[src/rtl/iopt_pkg.sv]
package iopt_pkg;
  localparam int unsigned PAGE_SHIFT = 12;
  localparam int unsigned IDX_W      = 10;
  localparam int unsigned ATTR_RD    = 31;
  localparam int unsigned ATTR_WR    = 30;
  localparam int unsigned ATTR_NS    = 29;
  localparam int unsigned ATTR_NEXT  = 28;
  // positions inside a 3-bit permission vector {rd, wr, ns}
  localparam int unsigned P_RD = 2;
  localparam int unsigned P_WR = 1;
  localparam int unsigned P_NS = 0;

  typedef enum logic [1:0] {
    FLT_NONE  = 2'd0,
    FLT_XLATE = 2'd1,
    FLT_PERM  = 2'd2
  } fault_e;

  typedef enum logic [2:0] {
    ST_IDLE,
    ST_DIR_REQ,
    ST_DIR_WAIT,
    ST_TBL_REQ,
    ST_TBL_WAIT,
    ST_DONE
  } walk_st_e;
endpackage

[src/rtl/iopt_base_table.sv]
module iopt_base_table
  import iopt_pkg::*;
#(
  parameter int ASID_W  = 7,
  parameter int FRAME_W = 22
) (
  input  logic               clk,
  input  logic               rst_n,
  input  logic               sel_we,
  input  logic [ASID_W-1:0]  sel_data,
  input  logic               base_we,
  input  logic [31:0]        base_data,
  input  logic [ASID_W-1:0]  rd_asid,
  output logic [FRAME_W-1:0] rd_frame,
  output logic [2:0]         rd_perm
);
  localparam int NUM_SLOTS = 1 << ASID_W;
  localparam int SLOT_W    = FRAME_W + 3;

  logic [ASID_W-1:0] sel_q;
  logic [SLOT_W-1:0] slot_q [NUM_SLOTS];
  logic [SLOT_W-1:0] wr_word;
  logic              unused_base;

  assign wr_word     = {base_data[ATTR_RD], base_data[ATTR_WR], base_data[ATTR_NS],
                        base_data[FRAME_W-1:0]};
  assign unused_base = ^base_data;

  always_ff @(posedge clk or negedge rst_n) begin
    if (!rst_n) sel_q <= '0;
    else if (sel_we) sel_q <= sel_data;
  end

  for (genvar g = 0; g < NUM_SLOTS; g++) begin : g_slot
    always_ff @(posedge clk or negedge rst_n) begin
      if (!rst_n) slot_q[g] <= '0;
      else if (base_we && (sel_q == ASID_W'(g))) slot_q[g] <= wr_word;
    end
  end

  assign rd_frame = slot_q[rd_asid][FRAME_W-1:0];
  assign rd_perm  = slot_q[rd_asid][SLOT_W-1:FRAME_W];
endmodule

[src/rtl/iopt_entry_decode.sv]
module iopt_entry_decode
  import iopt_pkg::*;
#(
  parameter int FRAME_W = 22
) (
  input  logic [31:0]        word,
  output logic [FRAME_W-1:0] frame,
  output logic [2:0]         perm,
  output logic               has_next,
  output logic               mapped
);
  assign frame    = word[FRAME_W-1:0];
  assign perm     = {word[ATTR_RD], word[ATTR_WR], word[ATTR_NS]};
  assign has_next = word[ATTR_NEXT];
  assign mapped   = |word;
endmodule

[src/rtl/iopt_walk_fsm.sv]
module iopt_walk_fsm
  import iopt_pkg::*;
#(
  parameter int ASID_W    = 7,
  parameter int ADDR_BITS = 34,
  parameter int FRAME_W   = ADDR_BITS - 12
) (
  input  logic                 clk,
  input  logic                 rst_n,
  input  logic                 req_valid,
  output logic                 req_ready,
  input  logic [31:0]          req_va,
  input  logic [ASID_W-1:0]    req_asid,
  input  logic                 req_write,
  input  logic [FRAME_W-1:0]   lk_frame,
  input  logic [2:0]           lk_perm,
  output logic                 mem_req_valid,
  input  logic                 mem_req_ready,
  output logic [ADDR_BITS-1:0] mem_req_addr,
  input  logic                 mem_rsp_valid,
  output logic                 mem_rsp_ready,
  input  logic [FRAME_W-1:0]   ent_frame,
  input  logic [2:0]           ent_perm,
  input  logic                 ent_next,
  input  logic                 ent_mapped,
  output logic                 res_valid,
  input  logic                 res_ready,
  output logic [ADDR_BITS-1:0] res_pa,
  output logic [1:0]           res_fault,
  output logic [2:0]           res_perm,
  output logic [31:0]          res_va,
  output logic [ASID_W-1:0]    res_asid,
  output logic                 res_write,
  output logic                 fill_valid
);
  walk_st_e             st_q;
  logic [31:0]          va_q;
  logic [ASID_W-1:0]    asid_q;
  logic                 wr_q;
  logic [FRAME_W-1:0]   dir_frame_q;
  logic [FRAME_W-1:0]   tbl_frame_q;
  logic [2:0]           perm_acc_q;
  logic [ADDR_BITS-1:0] pa_q;
  fault_e               fault_q;
  logic [2:0]           perm_q;
  logic                 fill_q;
  logic [2:0]           eff_perm;
  logic                 allowed;

  assign eff_perm = perm_acc_q & ent_perm;
  assign allowed  = wr_q ? eff_perm[P_WR] : eff_perm[P_RD];

  always_ff @(posedge clk or negedge rst_n) begin
    if (!rst_n) begin
      st_q        <= ST_IDLE;
      va_q        <= '0;
      asid_q      <= '0;
      wr_q        <= 1'b0;
      dir_frame_q <= '0;
      tbl_frame_q <= '0;
      perm_acc_q  <= '0;
      pa_q        <= '0;
      fault_q     <= FLT_NONE;
      perm_q      <= '0;
      fill_q      <= 1'b0;
    end else begin
      fill_q <= 1'b0;
      unique case (st_q)
        ST_IDLE: begin
          if (req_valid) begin
            va_q        <= req_va;
            asid_q      <= req_asid;
            wr_q        <= req_write;
            dir_frame_q <= lk_frame;
            perm_acc_q  <= lk_perm;
            st_q        <= ST_DIR_REQ;
          end
        end
        ST_DIR_REQ: if (mem_req_ready) st_q <= ST_DIR_WAIT;
        ST_DIR_WAIT: begin
          if (mem_rsp_valid) begin
            if (!ent_next) begin
              fault_q <= FLT_XLATE;
              pa_q    <= '0;
              perm_q  <= '0;
              st_q    <= ST_DONE;
            end else begin
              tbl_frame_q <= ent_frame;
              perm_acc_q  <= perm_acc_q & ent_perm;
              st_q        <= ST_TBL_REQ;
            end
          end
        end
        ST_TBL_REQ: if (mem_req_ready) st_q <= ST_TBL_WAIT;
        ST_TBL_WAIT: begin
          if (mem_rsp_valid) begin
            st_q <= ST_DONE;
            if (!ent_mapped) begin
              fault_q <= FLT_XLATE;
              pa_q    <= '0;
              perm_q  <= '0;
            end else if (!allowed) begin
              fault_q <= FLT_PERM;
              pa_q    <= '0;
              perm_q  <= eff_perm;
            end else begin
              fault_q <= FLT_NONE;
              pa_q    <= {ent_frame, va_q[PAGE_SHIFT-1:0]};
              perm_q  <= eff_perm;
              fill_q  <= 1'b1;
            end
          end
        end
        ST_DONE: if (res_ready) st_q <= ST_IDLE;
        default: st_q <= ST_IDLE;
      endcase
    end
  end

  assign req_ready     = (st_q == ST_IDLE);
  assign mem_req_valid = (st_q == ST_DIR_REQ) || (st_q == ST_TBL_REQ);
  assign mem_rsp_ready = (st_q == ST_DIR_WAIT) || (st_q == ST_TBL_WAIT);
  assign mem_req_addr  = (st_q == ST_TBL_REQ)
                       ? {tbl_frame_q, va_q[PAGE_SHIFT+IDX_W-1:PAGE_SHIFT], 2'b00}
                       : {dir_frame_q, va_q[31:PAGE_SHIFT+IDX_W], 2'b00};
  assign res_valid     = (st_q == ST_DONE);
  assign res_pa        = pa_q;
  assign res_fault     = fault_q;
  assign res_perm      = perm_q;
  assign res_va        = va_q;
  assign res_asid      = asid_q;
  assign res_write     = wr_q;
  assign fill_valid    = fill_q;

  // a read request keeps its address until taken
  a_r2_req_hold: assert property (@(posedge clk) disable iff (!rst_n)
    mem_req_valid && !mem_req_ready |=> mem_req_valid && $stable(mem_req_addr));
  // result held under back-pressure
  a_r9_res_hold: assert property (@(posedge clk) disable iff (!rst_n)
    res_valid && !res_ready |=> res_valid && $stable(res_pa) && $stable(res_fault)
                                && $stable(res_perm));
  // acceptance never overlaps an active walk
  a_r9_idle_only: assert property (@(posedge clk) disable iff (!rst_n)
    req_ready |-> !res_valid && !mem_req_valid && !mem_rsp_ready);
  // fill only with a clean result, one cycle long
  a_r8_fill_clean: assert property (@(posedge clk) disable iff (!rst_n)
    fill_valid |-> res_valid && (res_fault == 2'd0));
  a_r8_fill_pulse: assert property (@(posedge clk) disable iff (!rst_n)
    fill_valid |=> !fill_valid);
  // faulting results carry no address
  a_r4_fault_zero_pa: assert property (@(posedge clk) disable iff (!rst_n)
    res_valid && (res_fault != 2'd0) |-> (res_pa == '0));
endmodule

[src/rtl/iopt_walker.sv]
module iopt_walker
  import iopt_pkg::*;
#(
  parameter int ADDR_BITS = 34,
  parameter int ASID_W    = 7,
  parameter int FRAME_W   = ADDR_BITS - 12
) (
  input  logic                 clk,
  input  logic                 rst_n,
  input  logic                 asid_sel_we,
  input  logic [ASID_W-1:0]    asid_sel_data,
  input  logic                 base_we,
  input  logic [31:0]          base_data,
  input  logic                 req_valid,
  output logic                 req_ready,
  input  logic [31:0]          req_va,
  input  logic [ASID_W-1:0]    req_asid,
  input  logic                 req_write,
  output logic                 mem_req_valid,
  input  logic                 mem_req_ready,
  output logic [ADDR_BITS-1:0] mem_req_addr,
  input  logic                 mem_rsp_valid,
  output logic                 mem_rsp_ready,
  input  logic [31:0]          mem_rsp_data,
  output logic                 res_valid,
  input  logic                 res_ready,
  output logic [ADDR_BITS-1:0] res_pa,
  output logic [1:0]           res_fault,
  output logic [2:0]           res_perm,
  output logic [31:0]          res_va,
  output logic [ASID_W-1:0]    res_asid,
  output logic                 fill_valid,
  output logic [ASID_W-1:0]    fill_asid,
  output logic [19:0]          fill_vpn,
  output logic [FRAME_W-1:0]   fill_frame,
  output logic [2:0]           fill_perm
);
  logic [FRAME_W-1:0] lk_frame;
  logic [2:0]         lk_perm;
  logic [FRAME_W-1:0] ent_frame;
  logic [2:0]         ent_perm;
  logic               ent_next;
  logic               ent_mapped;
  logic               res_write_unused;

  iopt_base_table #(.ASID_W(ASID_W), .FRAME_W(FRAME_W)) u_base (
    .clk(clk), .rst_n(rst_n),
    .sel_we(asid_sel_we), .sel_data(asid_sel_data),
    .base_we(base_we), .base_data(base_data),
    .rd_asid(req_asid), .rd_frame(lk_frame), .rd_perm(lk_perm)
  );

  iopt_entry_decode #(.FRAME_W(FRAME_W)) u_dec (
    .word(mem_rsp_data), .frame(ent_frame), .perm(ent_perm),
    .has_next(ent_next), .mapped(ent_mapped)
  );

  iopt_walk_fsm #(.ASID_W(ASID_W), .ADDR_BITS(ADDR_BITS), .FRAME_W(FRAME_W)) u_fsm (
    .clk(clk), .rst_n(rst_n),
    .req_valid(req_valid), .req_ready(req_ready), .req_va(req_va),
    .req_asid(req_asid), .req_write(req_write),
    .lk_frame(lk_frame), .lk_perm(lk_perm),
    .mem_req_valid(mem_req_valid), .mem_req_ready(mem_req_ready),
    .mem_req_addr(mem_req_addr), .mem_rsp_valid(mem_rsp_valid),
    .mem_rsp_ready(mem_rsp_ready),
    .ent_frame(ent_frame), .ent_perm(ent_perm), .ent_next(ent_next),
    .ent_mapped(ent_mapped),
    .res_valid(res_valid), .res_ready(res_ready), .res_pa(res_pa),
    .res_fault(res_fault), .res_perm(res_perm), .res_va(res_va),
    .res_asid(res_asid), .res_write(res_write_unused), .fill_valid(fill_valid)
  );

  assign fill_asid  = res_asid;
  assign fill_vpn   = res_va[31:PAGE_SHIFT];
  assign fill_frame = res_pa[ADDR_BITS-1:PAGE_SHIFT];
  assign fill_perm  = res_perm;

  // a permission fault never comes with an access the result permits
  a_r6_perm_consistent: assert property (@(posedge clk) disable iff (!rst_n)
    res_valid && (res_fault == 2'd2) |->
      (res_write_unused ? !res_perm[P_WR] : !res_perm[P_RD]));
endmodule

[config.mk]
export PLATFORM = sky130hd
export DESIGN_NAME = iopt_walker
export DESIGN_NICKNAME = d
export VERILOG_FILES = /design/src/rtl/iopt_pkg.sv /design/src/rtl/iopt_base_table.sv /design/src/rtl/iopt_entry_decode.sv /design/src/rtl/iopt_walk_fsm.sv /design/src/rtl/iopt_walker.sv
export SDC_FILE = /design/constraint.sdc
export NUM_CORES = 2
export LEC_CHECK = 0
export ABC_AREA = 0
export BUFFER_PORTS_ARGS = -buffer_cell sky130_fd_sc_hd__buf_2
export CAP_MARGIN = 20
export CORE_UTILIZATION = 40
export CTS_BUF_LIST = sky130_fd_sc_hd__clkbuf_4 sky130_fd_sc_hd__clkbuf_8
export CTS_CLUSTER_DIAMETER = 150
export CTS_CLUSTER_SIZE = 20
export DETAILED_ROUTE_END_ITERATION = 6
export REMOVE_ABC_BUFFERS = 1
export SLEW_MARGIN = 10
export SYNTH_ARGS = -nofsm -noshare
export SYNTH_HDL_FRONTEND = slang
export SYNTH_HIERARCHICAL = 1
export SYNTH_SLANG_ARGS = --single-unit
export TNS_END_PERCENT = 10
[constraint.sdc]
create_clock -name clk -period 2.6 [get_ports clk]
set_clock_uncertainty 0.05 [all_clocks]
set_input_delay 0.52 -clock clk [delete_from_list [all_inputs] [get_ports clk]]
set_output_delay 0.52 -clock clk [all_outputs]
set_load 0.05 [all_outputs]
==> flow_summary.json <==
{
  "status": "finished with violations",
  "failed_checks": "setup timing",
  "power_mw": 115,
  "ys_seq_area_share_pct": 55.5,
  "timing.final.max_slew_violations": 0,
  "drt_pre_antenna_iters": 7,
  "cap_violations": 0,
  "grt_pass1_vias": 91200,
  "core_region_area_mm2": 0.373,
  "antenna_found_initial": 31,
  "worst_skew_pair.late_latency_ps": 1100,
  "dp_hpwl_mm": 304,
  "routed_wl_mm": 465,
  "grtUsageMet3_pct": 3.21,
  "leakagePower_nw": 79.6,
  "startpoint_type": "flop",
  "grt_max_degree": 142,
  "cp_common_cell": "buf_12",
  "yosysMostFrequentCell": "dfrtp_1",
  "gp_congestion": 0.918,
  "critical_path_buf_inv_count": 3,
  "overflow": 0,
  "hold_path_end": "u_base/slot_q[295]$_DFFE_PN0P_",
  "fin_nets": 9646,
  "syn_inst": 9120,
  "cts-htree-levels": 4,
  "fmax_ghz": 0.304,
  "worstSetupPathType": "reg -> out",
  "r2r_cells": 7,
  "r2r-start": "u_base/slot_q[2265]$_DFFE_PN0P_",
  "synth_top_cell_by_area": "dfrtp_1",
  "ir_drop_mv": 0.858,
  "num_rows": 224,
  "min_from": "base_data[20]",
  "tightest_slew_ps": 1090,
  "r2r-end": "u_fsm/dir_frame_q[15]$_DFFE_PN0P_",
  "setup_viol": 61,
  "synth_top_area_share_pct": 55.5,
  "wl_per_cell_um": 32.0,
  "placed_area_mm2": 0.166,
  "cts.sinks": 3337,
  "maxSlewHeadroom_pct": 27.2,
  "finalWorstSetupSlack_ps": -690,
  "drive_gt1_share_pct": 60.3,
  "drt.antenna.violating_nets": 0,
  "holdPathStages": 2,
  "rsz0062_at_grt": "true",
  "slowest_stage": "dfrtp_1",
  "die_w_um": 615,
  "cts_tree": "done",
  "cp_data_arrival_time_ps": 2720,
  "netlist_area_mm2": 0.151,
  "vias": 85300,
  "synth_seq_cells": 3337,
  "area_delta_synth_final_pct": 13.2,
  "hold_viol_final": 0,
  "period_needed_ps": 3290,
  "hold_class": "in -> reg",
  "die_h_um": 615,
  "vias_per_cell": 5.87,
  "synth_edf_count": 0,
  "grt_pass1_wl_mm": 677,
  "ys.flop_type": "dfrtp_1",
  "grt.total_usage_pct": 24.5,
  "synth_common_cells": "dfrtp_1 (3337), mux2_2 (3232), mux4_2 (1050)",
  "required_ps": 2030,
  "syn_avg_cell_area_um2": 16.5,
  "fill_cells": 31900,
  "cts_inserted_buffers": 188,
  "cts-root-buf": "clkbuf_8",
  "io_buffers": 278,
  "dr.first_iter.drc_count": 6762,
  "drc": 0,
  "io_pins": 288,
  "ys.warnings.count": 6,
  "clk_transition_reported_paths_ps": 130,
  "post-route-period-util_pct": 127,
  "design_area_mm2": 0.170,
  "cp-end-kind": "output pin",
  "powerDensity_mw_per_mm2": 673,
  "async_flop_share_pct": 100,
  "use_met1_pct": 33.2,
  "holdWs_ps": 110,
  "clock_path_buffers": 4,
  "cp_slowest_stage_delay_ps": 410,
  "path_delay_family": "buffers and inverters",
  "grtUsageMet2_pct": 40.8,
  "synth_cell_type_count": 45,
  "top_usage_layer": "met2",
  "worst-path-max-fanout": 8,
  "die_area_mm2": 0.379,
  "rrSetupSlack_ps": -250,
  "cp_cell_sequence": "and2b_1, nand2_2, buf_12, buf_12, mux2_4, buf_6",
  "synth_area_leaders": "dfrtp_1 (55%), mux2_2 (24%), mux4_2 (16%)",
  "initial_core_util_pct": 40.3
}
## power breakdown
group	internal (mW)	switching (mW)	total [mW]
sequential	59.6	4.81	64.4
clock	6.70	16.3	23.0
combinational	13.6	13.7	27.2
## state kept, by name, indices dropped and copies added, names as in the netlist, 3 cells and up
| signal | cells |
|---|---|
| u_base/slot_q | 3200 |
| u_fsm/res_asid | 7 |
| u_fsm/res_pa | 34 |
| u_fsm/dir_frame_q | 22 |
| u_fsm/perm_acc_q | 3 |
| u_fsm/tbl_frame_q | 22 |
| u_fsm/st_q | 3 |
| u_base/sel_q | 7 |
| u_fsm/res_va | 32 |
| u_fsm/res_perm | 3 |
## area by class of cell
type | instances | area, um2 | share of cell area (%)
Inverter | 4 | 15.0 | 0.00881
Timing Repair Buffer | 1195 | 14100 | 8.27
Antenna cell | 18 | 45.0 | 0.0264
Sequential cell | 3337 | 83500 | 49.0
Multi-Input combinational cell | 4801 | 63900 | 37.5
Clock inverter | 6 | 48.8 | 0.0286
Clock buffer | 192 | 2640 | 1.55
Tap cell | 4972 | 6220 | 3.65
## logic make-up (layout without fill, tap and decap cells)
family / after synthesis / count (layout) / share of synthesized area [%]
AND/OR/NAND/NOR: 407 / 407 / 1.15
AO/OA/AOI/OAI: 54 / 54 / 0.284
flip-flops: 3337 / 3337 / 55.5
adder cells (fa/ha/maj): 1 / 1 / 0.00665
buffers and inverters: 983 / 1397 / 2.77
other: 1 / 20 / 0.00249
multiplexers: 4337 / 4337 / 40.3
## what timing repair did
item	in CTS	in global routing
gates cloned	1	0
resized for setup	187	35
endpoints found under the hold margin	3364	0
endpoints found under the setup margin	161	72
buffers inserted	4	1
pin swaps	2	2
hold buffers	136	0
## per-stage QoR
stage          util, %  instances  worst slack (ps)  setup TNS, ps
2_1_floorplan        -       8142              -794        -325840
3_3_place_gp      44.4      14200             -1190         -75210
3_5_place_dp      44.4      14200             -1130         -77470
4_1_cts           45.6      14500              -726         -27120
5_1_grt           45.6      14500              -748         -27680
6_report          45.7      14500              -690         -24840
## worst max path at each step
stage | from | to | slack [ps] | cells past startpoint
final | u_fsm/st_q[1]$_DFFE_PN0P_ | mem_req_addr[5] | -690 | 6
after global routing | u_fsm/st_q[1]$_DFFE_PN0P_ | mem_req_addr[5] | -750 | 6
after CTS | u_fsm/st_q[1]$_DFFE_PN0P_ | mem_req_addr[11] | -730 | 6
after detailed placement | req_asid[0] | u_fsm/dir_frame_q[5]$_DFFE_PN0P_ | -1130 | 9
after global placement | req_asid[0] | u_fsm/dir_frame_q[9]$_DFFE_PN0P_ | -1190 | 11
after floorplan | u_base/sel_q[6]$_DFFE_PN0P_ | u_base/slot_q[2700]$_DFFE_PN0P_ | -790 | 4
## routing by layer
metal / up-vias / routed length [um]
met5: - / 110
met4: 18 / 17300
met3: 661 / 22700
met2: 2174 / 228000
met1: 48100 / 197000
li1: 34400 / -
## cells in the final DEF, fill, tap and decap left out, types with 12 or more instances in the layout
| master | count |
|---|---|
| dlygate4sd3_1 | 136 |
| mux2_2 | 3208 |
| buf_8 | 13 |
| mux2_4 | 55 |
| a22o_1 | 35 |
| clkbuf_8 | 191 |
| buf_2 | 203 |
| buf_6 | 26 |
| dfrtp_2 | 12 |
| nand2_1 | 191 |
| buf_12 | 405 |
| buf_4 | 409 |
| diode_2 | 18 |
| dfrtp_1 | 3325 |
| nor2_4 | 79 |
| nand2_2 | 65 |
| mux4_2 | 1050 |
| mux2_1 | 24 |
Power figures use the tool's default switching activity.
